**src/rtl/pcu_pkg.sv**
```systemverilog
package pcu_pkg;
    localparam int PC_W   = 13;
    localparam int LO_W   = 8;
    localparam int LAT_W  = PC_W - LO_W;
    localparam int TGT_W  = 11;
    localparam int PG_W   = PC_W - TGT_W;
    localparam logic [PC_W-1:0] VEC_ADDR = 13'h0004;

    typedef enum logic [2:0] {
        SRC_HOLD = 3'd0,
        SRC_INC  = 3'd1,
        SRC_LOWR = 3'd2,
        SRC_JUMP = 3'd3,
        SRC_CALL = 3'd4,
        SRC_RET  = 3'd5,
        SRC_VEC  = 3'd6
    } pc_src_e;

    typedef struct packed {
        logic inc;
        logic lowr;
        logic jump;
        logic call;
        logic ret;
        logic vec;
    } pc_req_t;

    function automatic logic [PC_W-1:0] impl_mask(input int impl_w);
        return {PC_W{1'b1}} >> (PC_W - impl_w);
    endfunction
endpackage

```
**src/rtl/pcu_srcsel.sv**
```systemverilog
module pcu_srcsel
    import pcu_pkg::*;
(
    input  pc_req_t req,
    output pc_src_e src,
    output logic    push,
    output logic    pop
);
    always_comb begin
        if (req.vec)       src = SRC_VEC;
        else if (req.ret)  src = SRC_RET;
        else if (req.call) src = SRC_CALL;
        else if (req.jump) src = SRC_JUMP;
        else if (req.lowr) src = SRC_LOWR;
        else if (req.inc)  src = SRC_INC;
        else               src = SRC_HOLD;
    end

    assign push = (src == SRC_CALL) || (src == SRC_VEC);
    assign pop  = (src == SRC_RET);
endmodule

```
**src/rtl/pcu_next.sv**
```systemverilog
module pcu_next
    import pcu_pkg::*;
#(
    parameter int IMPL_W = PC_W
) (
    input  pc_src_e          src,
    input  logic [PC_W-1:0]  pc,
    input  logic [LAT_W-1:0] lat,
    input  logic [LO_W-1:0]  lo_data,
    input  logic [TGT_W-1:0] tgt,
    input  logic [PC_W-1:0]  pop_data,
    output logic [PC_W-1:0]  nxt,
    output logic [PC_W-1:0]  push_data
);
    localparam logic [PC_W-1:0] MASK = impl_mask(IMPL_W);

    logic [PC_W-1:0] seq;
    logic [PC_W-1:0] branch;
    logic [PC_W-1:0] lowr;

    assign seq    = (pc + 1'b1) & MASK;
    assign branch = {lat[LAT_W-1 -: PG_W], tgt} & MASK;
    assign lowr   = {lat, lo_data} & MASK;

    always_comb begin
        unique case (src)
            SRC_INC:  nxt = seq;
            SRC_LOWR: nxt = lowr;
            SRC_JUMP: nxt = branch;
            SRC_CALL: nxt = branch;
            SRC_RET:  nxt = pop_data & MASK;
            SRC_VEC:  nxt = VEC_ADDR & MASK;
            default:  nxt = pc;
        endcase
    end

    assign push_data = (src == SRC_VEC) ? pc : seq;
endmodule

```
**src/rtl/pcu_retstack.sv**
```systemverilog
module pcu_retstack
    import pcu_pkg::*;
#(
    parameter int DEPTH = 8
) (
    input  logic            clk,
    input  logic            rst,
    input  logic            push,
    input  logic            pop,
    input  logic [PC_W-1:0] push_data,
    output logic [PC_W-1:0] pop_data
);
    localparam int SP_W = $clog2(DEPTH);

    logic [PC_W-1:0] mem [DEPTH];
    logic [SP_W-1:0] sp;
    logic [SP_W-1:0] sp_dn;

    assign sp_dn    = sp - 1'b1;
    assign pop_data = mem[sp_dn];

    always_ff @(posedge clk) begin
        if (rst) begin
            sp <= '0;
            for (int i = 0; i < DEPTH; i++) mem[i] <= '0;
        end else if (push) begin
            mem[sp] <= push_data;
            sp      <= sp + 1'b1;
        end else if (pop) begin
            sp <= sp_dn;
        end
    end

    // pointer advances circularly on push
    p_sp_push_r8: assert property (@(posedge clk) disable iff (rst)
        push |=> sp == $past(sp) + 1'b1);
    // pointer steps back circularly on pop, even when empty
    p_sp_pop_r9: assert property (@(posedge clk) disable iff (rst)
        (pop && !push) |=> sp == $past(sp) - 1'b1);
    // pushed value lands in the slot
    p_push_store_r8: assert property (@(posedge clk) disable iff (rst)
        push |=> mem[$past(sp)] == $past(push_data));
endmodule

```
**src/rtl/pcu_hilatch.sv**
```systemverilog
module pcu_hilatch
    import pcu_pkg::*;
(
    input  logic             clk,
    input  logic             rst,
    input  logic             wr,
    input  logic [LAT_W-1:0] din,
    output logic [LAT_W-1:0] q
);
    always_ff @(posedge clk) begin
        if (rst)     q <= '0;
        else if (wr) q <= din;
    end

    // latch holds without a write
    p_latch_hold_r13: assert property (@(posedge clk) disable iff (rst)
        !wr |=> $stable(q));
endmodule

```
**src/rtl/pcu_top.sv**
```systemverilog
module pcu_top
    import pcu_pkg::*;
#(
    parameter int IMPL_W    = 13,
    parameter int STK_DEPTH = 8
) (
    input  logic        clk,
    input  logic        rst,
    input  logic        inc_en,
    input  logic        lo_wr,
    input  logic [7:0]  lo_data,
    input  logic        jmp_req,
    input  logic        call_req,
    input  logic [10:0] jmp_tgt,
    input  logic        ret_req,
    input  logic        irq_vec,
    input  logic        hl_wr,
    input  logic [4:0]  hl_data,
    output logic [12:0] pc_o,
    output logic [7:0]  pcl_o,
    output logic [4:0]  latch_o
);
    pc_req_t          req;
    pc_src_e          src;
    logic             push;
    logic             pop;
    logic [PC_W-1:0]  pc_q;
    logic [PC_W-1:0]  pc_d;
    logic [PC_W-1:0]  push_data;
    logic [PC_W-1:0]  pop_data;
    logic [LAT_W-1:0] lat;

    assign req = '{inc: inc_en, lowr: lo_wr, jump: jmp_req,
                   call: call_req, ret: ret_req, vec: irq_vec};

    pcu_srcsel u_sel (
        .req  (req),
        .src  (src),
        .push (push),
        .pop  (pop)
    );

    pcu_hilatch u_lat (
        .clk (clk),
        .rst (rst),
        .wr  (hl_wr),
        .din (hl_data),
        .q   (lat)
    );

    pcu_next #(.IMPL_W(IMPL_W)) u_nxt (
        .src       (src),
        .pc        (pc_q),
        .lat       (lat),
        .lo_data   (lo_data),
        .tgt       (jmp_tgt),
        .pop_data  (pop_data),
        .nxt       (pc_d),
        .push_data (push_data)
    );

    pcu_retstack #(.DEPTH(STK_DEPTH)) u_stk (
        .clk       (clk),
        .rst       (rst),
        .push      (push),
        .pop       (pop),
        .push_data (push_data),
        .pop_data  (pop_data)
    );

    always_ff @(posedge clk) begin
        if (rst) pc_q <= '0;
        else     pc_q <= pc_d;
    end

    assign pc_o    = pc_q;
    assign pcl_o   = pc_q[LO_W-1:0];
    assign latch_o = lat;

    // vector entry lands on 0004h
    p_vec_target_r7: assert property (@(posedge clk) disable iff (rst)
        irq_vec |=> pc_o == 13'h0004);
    // jump low field comes from the target
    p_jump_field_r4: assert property (@(posedge clk) disable iff (rst)
        (jmp_req && !irq_vec && !ret_req && !call_req)
        |=> pc_o[TGT_W-1:0] == $past(jmp_tgt));
    // low-byte write places data in PC[7:0]
    p_lowr_byte_r3: assert property (@(posedge clk) disable iff (rst)
        (lo_wr && !irq_vec && !ret_req && !call_req && !jmp_req)
        |=> pcl_o == $past(lo_data));
    // stack operations leave the latch alone
    p_latch_keep_r6: assert property (@(posedge clk) disable iff (rst)
        ((ret_req || call_req || irq_vec) && !hl_wr) |=> $stable(latch_o));
    // return loads the popped entry
    p_ret_value_r6: assert property (@(posedge clk) disable iff (rst)
        (ret_req && !irq_vec) |=> pc_o == $past(pop_data));
    // no push and pop in one cycle
    p_push_pop_r11: assert property (@(posedge clk) disable iff (rst)
        !(push && pop));
endmodule

```
**config.mk**
```make
export PLATFORM = sky130hd
export DESIGN_NAME = pcu_top
export DESIGN_NICKNAME = d
export VERILOG_FILES = /design/src/rtl/pcu_pkg.sv /design/src/rtl/pcu_srcsel.sv /design/src/rtl/pcu_next.sv /design/src/rtl/pcu_retstack.sv /design/src/rtl/pcu_hilatch.sv /design/src/rtl/pcu_top.sv
export SDC_FILE = /design/constraint.sdc
export NUM_CORES = 1
export LEC_CHECK = 0
export BUFFER_PORTS_ARGS = -buffer_cell sky130_fd_sc_hd__buf_2
export CAP_MARGIN = 30
export CELL_PAD_IN_SITES_DETAIL_PLACEMENT = 1
export CELL_PAD_IN_SITES_GLOBAL_PLACEMENT = 1
export CORE_ASPECT_RATIO = 1.2
export CORE_MARGIN = 2
export CORE_UTILIZATION = 49
export CTS_CLUSTER_SIZE = 12
export DETAILED_ROUTE_END_ITERATION = 6
export GPL_TIMING_DRIVEN = 0
export PLACE_DENSITY_LB_ADDON = 0.1
export SETUP_SLACK_MARGIN = 0.15
export SYNTH_ARGS = -nofsm -noshare
export SYNTH_HDL_FRONTEND = slang
export SYNTH_SLANG_ARGS = --single-unit
```
**constraint.sdc**
```tcl
create_clock -name clk -period 5.56 [get_ports clk]
set_input_delay 1.112 -clock clk [delete_from_list [all_inputs] [get_ports clk]]
set_output_delay 1.112 -clock clk [all_outputs]
set_load 0.01 [all_outputs]
```
# After elaboration in Yosys (flattened, before gate mapping)
# Memories as Yosys holds them, arrays and structs flattened.
# Index checks and enable logic that the tools add are counted.
[op_classes]
n_addsub = 3
n_eq_ne = 6
n_mux = 18
reduce_logical = 5
[op_table]
columns = ["cell", "count"]
rows = [
  ["$pmux 13 s5", 1],
  ["$mux 13", 2],
  ["$mux 3", 8],
  ["$add 13x1->13 const B", 1],
  ["$reduce_or 13->1", 1],
  ["$eq 3x3->1 const B", 3],
  ["$mux 1", 7],
  ["$eq 3x2->1 const B", 2],
  ["$reduce_bool 5->1", 1],
  ["$add 3x1->3 const B", 1],
  ["$eq 3x1->1 const B", 1],
  ["$sub 3x1->3 const B", 1],
  ["$reduce_bool 2->1", 1],
  ["$reduce_or 2->1", 1],
  ["$logic_or 1x1->1", 1],
]
[word_totals]
regBits = 21
ram_bits = 104
inputBits = 33
word_cells = 36
memories = 1
[mem_list]
columns = ["memory", "words", "word_bits", "rd", "rd_ports_with_merged_regs", "wr", "line_no", "source"]
rows = [
  ["u_stk.mem", 8, 13, 1, 0, 8, "pcu_retstack.sv:15", "logic [PC_W-1:0] mem [DEPTH];"],
]

# Longest topological paths before layout
[depth]
depth_word = 13
mapped_depth = 10
depth_no_buf = 6

# Modules after synthesis
# Synthesis repeated with hierarchy kept, for this count alone.
[unflattened]
hier_cells = 694
area_unflattened_um2 = 7315.8
[by_module_without_submodules]
columns = ["mod", "instances", "cells_per_inst", "area_each_um2", "seq_area_each_um2"]
rows = [
  ["pcu_retstack", 1, 391, 5148.7, 3183.1],
  ["pcu_next", 1, 242, 1468.9, 0.0],
  ["pcu_top", 1, 35, 455.4, 260.2],
  ["pcu_hilatch", 1, 16, 180.2, 100.1],
  ["pcu_srcsel", 1, 10, 62.6, 0.0],
]

# Least setup slack after synthesis
# OpenSTA, ideal clock, no wires.
[synth_timing]
kind = "input-to-reg"
start = "in irq_vec"
end = "mem u_stk.mem[6][0], enable pin"
setup_ns = 0.356
arrival_time_ns = 2.399
t_required_ns = 5.204
slack_ns = 2.805
path_stages = 6
path_buffers = 2
cell_sequence = "buf_2 -> inv_1 -> a211oi_2 -> nand3_1 -> clkbuf_1 -> nand2_1"
[synth_lines]
columns = ["element", "line_no", "source"]
rows = [
  ["start, declared", "pcu_top.sv:16", "input logic irq_vec,"],
  ["end, declared", "pcu_retstack.sv:15", ""],
]

==> flow_summary.ini <==
[timing]
slew_headroom_pct = 37.44
min_period_ns = 3.058
fmax_mhz = 327.0
finClkSkew_ns = 0.009664
setup_ws_ns = 2.502
tightest_slew_ns = 0.9318
setup_violations = 0
worst_hold_slack_ns = 0.5322
final_hold_viol_count = 0
rsz0062_at_grt = false
drv_slew = 0
tns_ns = 0
period_share_pct = 55.01

[floorplan]
initial_utilization_pct = 50.42
io_pins = 59
fp.dieW_um = 106.1
die_height_um = 126.6
core_mm2 = 0.01217
rows = 44
die_area_mm2 = 0.01343

[route]
routed_wl_mm = 16.79
avgRoutedWirePerCell_um = 22.76
antenna_left = 0
vias = 4260
drt_iter0_drc = 290
drc = 0
first_pass_iters = 5
viasPerCell = 5.772

[global_routing]
use_met1_pct = 31.75
grt_first_pass_wirelength_mm = 26.45
use_met2_pct = 48.04
grt_max_degree = 17
grtUsageTotal_pct = 26.59
grtUsageMet3_pct = 4.625
grt-ovfl-total = 0
top_usage_layer = met2
antenna_found_initial = 0
grt_pass1_vias = 4537

[critical_path]
worstSetupEndpointType = register
critical-path-top-delay-family = simple AND/OR/NAND/NOR gates
timing.reg2reg.setup_slack_ns = 2.68
crit_chain = buf_2, buf_1, a211oi_2, nand2_1, clkbuf_1, nand2_1
cp_max_fo = 13
path_class = input pin to register
critPathSlowestCell = nand2_1
startpoint = rst
crit_top_cell = nand2_1
critPathRequiredTime_ns = 5.60
cp_data_arrival_time_ns = 3.10
path_buf_inv = 3
ff2ff_path_depth = 9
r2r_start = u_stk.sp[0]
reg2reg_to = pc_o[3]
start_kind = input pin
slowest_delay_ns = 0.59

[hold_path]
holdPathStages = 2
hp-start = u_lat.q[2]
worst_hold_path.endpoint = u_lat.q[2]
min_path_type = register to register

[clock_network]
post_cts_resized = 0
cts_setup_buffers = 0
clk_pin_slew_ns = 0.06
clock_sinks = 125
cts_made_buffers = 17
root_buffer = clkbuf_16
cts_tree = done
clk_path_buf_depth = 2
insertion_delay_ns = 0.41
cts_htree_levels = 4
cts-hold-fix-buffers = 0

[logic_synthesis]
synth_edf_count = 104
ys_types = 56
synth_nets = 527
netlist.area_leader.share_pct = 50.91
yosys-top-cells-area = edfxtp_1 51%, mux4_2 8.4%, nor2_1 7.2%
syn_area_per_cell_um2 = 12.49
syn_inst = 491
synth-seq-cells = 125
ys_warn_count = 0
syn_area_mm2 = 0.006135
async_flop_share_pct = 0
ys.flop_type = edfxtp_1
synth_top_area_cell = edfxtp_1
ys_seq_area_share_pct = 57.76

[placed_design]
placed_area_mm2 = 0.006606
dp_slack_ns = 2.039
dpl.hpwl_mm = 11.82
gp_congestion = 0.7896
io_buffers = 54

[run]
cap_violations = 0

[pwr]
fin_total_pwr_mw = 2.514
ir_drop_mv = 0.2522
p_per_area_mw_per_mm2 = 351.2
leakage_nw = 2.688

[status]
status = finished, final reports clean

[finish]
area_growth_pct = 16.68
antenna_cells = 0
fin_nets = 600
drive_above_1_share_pct = 26.52
fin_area_mm2 = 0.007158
metrics by stage:
| step | cells | util [%] |
|---|---|---|
| after floorplan | 491 | - |
| after global placement | 706 | 54.30 |
| after detailed placement | 706 | 54.30 |
| after CTS | 738 | 58.83 |
| after global routing | 738 | 58.83 |
| final | 738 | 58.83 |
worst reg2reg max path, delay by kind of cell (launching register included):
kind	cells	cell delay, ns
AO/OA/AOI/OAI	1	0.50
adder cells (fa/ha/maj)	1	0.29
buffers and inverters	5	1.22
flip-flops	1	0.35
multiplexers	2	0.38
sequential cells by signal, summed over array words and instances (netlist names):
signal and flops:
u_stk.sp 3, pc_o 13, u_lat.q 5, u_stk.mem 104
cell usage after synthesis, types with 3 or more instances:
| master | instances |
|---|---|
| clkbuf_1 | 8 |
| xnor2_1 | 15 |
| a31oi_1 | 4 |
| nor2b_1 | 3 |
| inv_1 | 13 |
| dfxtp_1 | 21 |
| nor3_1 | 5 |
| and3_1 | 4 |
| nand4_1 | 5 |
| edfxtp_1 | 104 |
| o21ai_0 | 9 |
| a21oi_1 | 13 |
| mux2_2 | 3 |
| ha_1 | 3 |
| buf_6 | 4 |
| buf_4 | 10 |
| a211o_1 | 3 |
| mux4_1 | 3 |
| buf_2 | 15 |
| xor2_1 | 5 |
| nand2_1 | 23 |
| mux2i_1 | 19 |
| mux4_2 | 23 |
| nor2_1 | 117 |
| nand3_1 | 6 |
| nor4_1 | 6 |
| a211oi_1 | 8 |
power breakdown:
group,switching (mW),internal [mW],total (mW)
Sequential,0.0297,1.07,1.10
Combinational,0.217,0.152,0.369
Clock,0.411,0.638,1.05
routing by layer:
layer	wire length, um	share of wire (%)
met3	603	3.6
met1	6960	41
met5	0	0
met2	8909	53
met4	322	1.9
cells in the final DEF, fill, tap and decap left out, types with 3 or more instances in the layout:
cell | netlist | layout
mux2_2 | 3 | 3
o21ai_0 | 9 | 9
nor3_1 | 5 | 5
mux4_1 | 3 | 3
edfxtp_1 | 104 | 104
a211oi_1 | 8 | 8
inv_1 | 13 | 13
a21oi_1 | 13 | 13
mux4_2 | 23 | 23
a31oi_1 | 4 | 4
and3_1 | 4 | 4
nor2b_1 | 3 | 3
a211o_1 | 3 | 3
buf_4 | 10 | 10
mux2i_1 | 19 | 19
xnor2_1 | 15 | 15
nor2_1 | 117 | 117
clkbuf_16 | 0 | 18
nand3_1 | 6 | 6
dfxtp_1 | 21 | 21
ha_1 | 3 | 3
nand2_1 | 23 | 23
xor2_1 | 5 | 5
clkbuf_1 | 8 | 11
buf_2 | 15 | 69
nand4_1 | 5 | 5
nor4_1 | 6 | 6
buf_6 | 4 | 4
clkinv_2 | 0 | 6
logic make-up after synthesis:
logic type                 count (synthesis)  synth area share [%]
buffers and inverters                     55                 5.058
muxes                                     48                 13.38
DFF                                      125                 57.76
AOI/OAI and AO/OA                         51                 5.792
and+or+nand+nor                          188                 14.09
xor gates and xnor gates                  21                 3.304
adders and majority gates                  3                0.6119
worst max path at each step:
stage | endpoint | slack, ns | cells after the start
2_1_floorplan | u_stk.mem[6][0] | 2.81 | 6
3_3_place_gp | u_stk.mem[2][5] | 2.02 | 6
3_5_place_dp | u_stk.mem[2][10] | 2.04 | 6
4_1_cts | u_stk.mem[2][6] | 2.46 | 6
5_1_grt | u_stk.mem[2][6] | 2.35 | 6
6_report | u_stk.mem[2][0] | 2.50 | 6
cell type report:
type                            count  area [um^2]
Fill cell                        1247         5009
Sequential cell                   125         3543
Multi-Input combinational cell    311         2281
Clock buffer                       21        461.7
Timing Repair Buffer               54        270.3
Buffer                             41        257.7
Tap cell                          161        201.4
Clock inverter                     11        90.09
Inverter                           14        52.55
(Power assumes the default switching activity.)
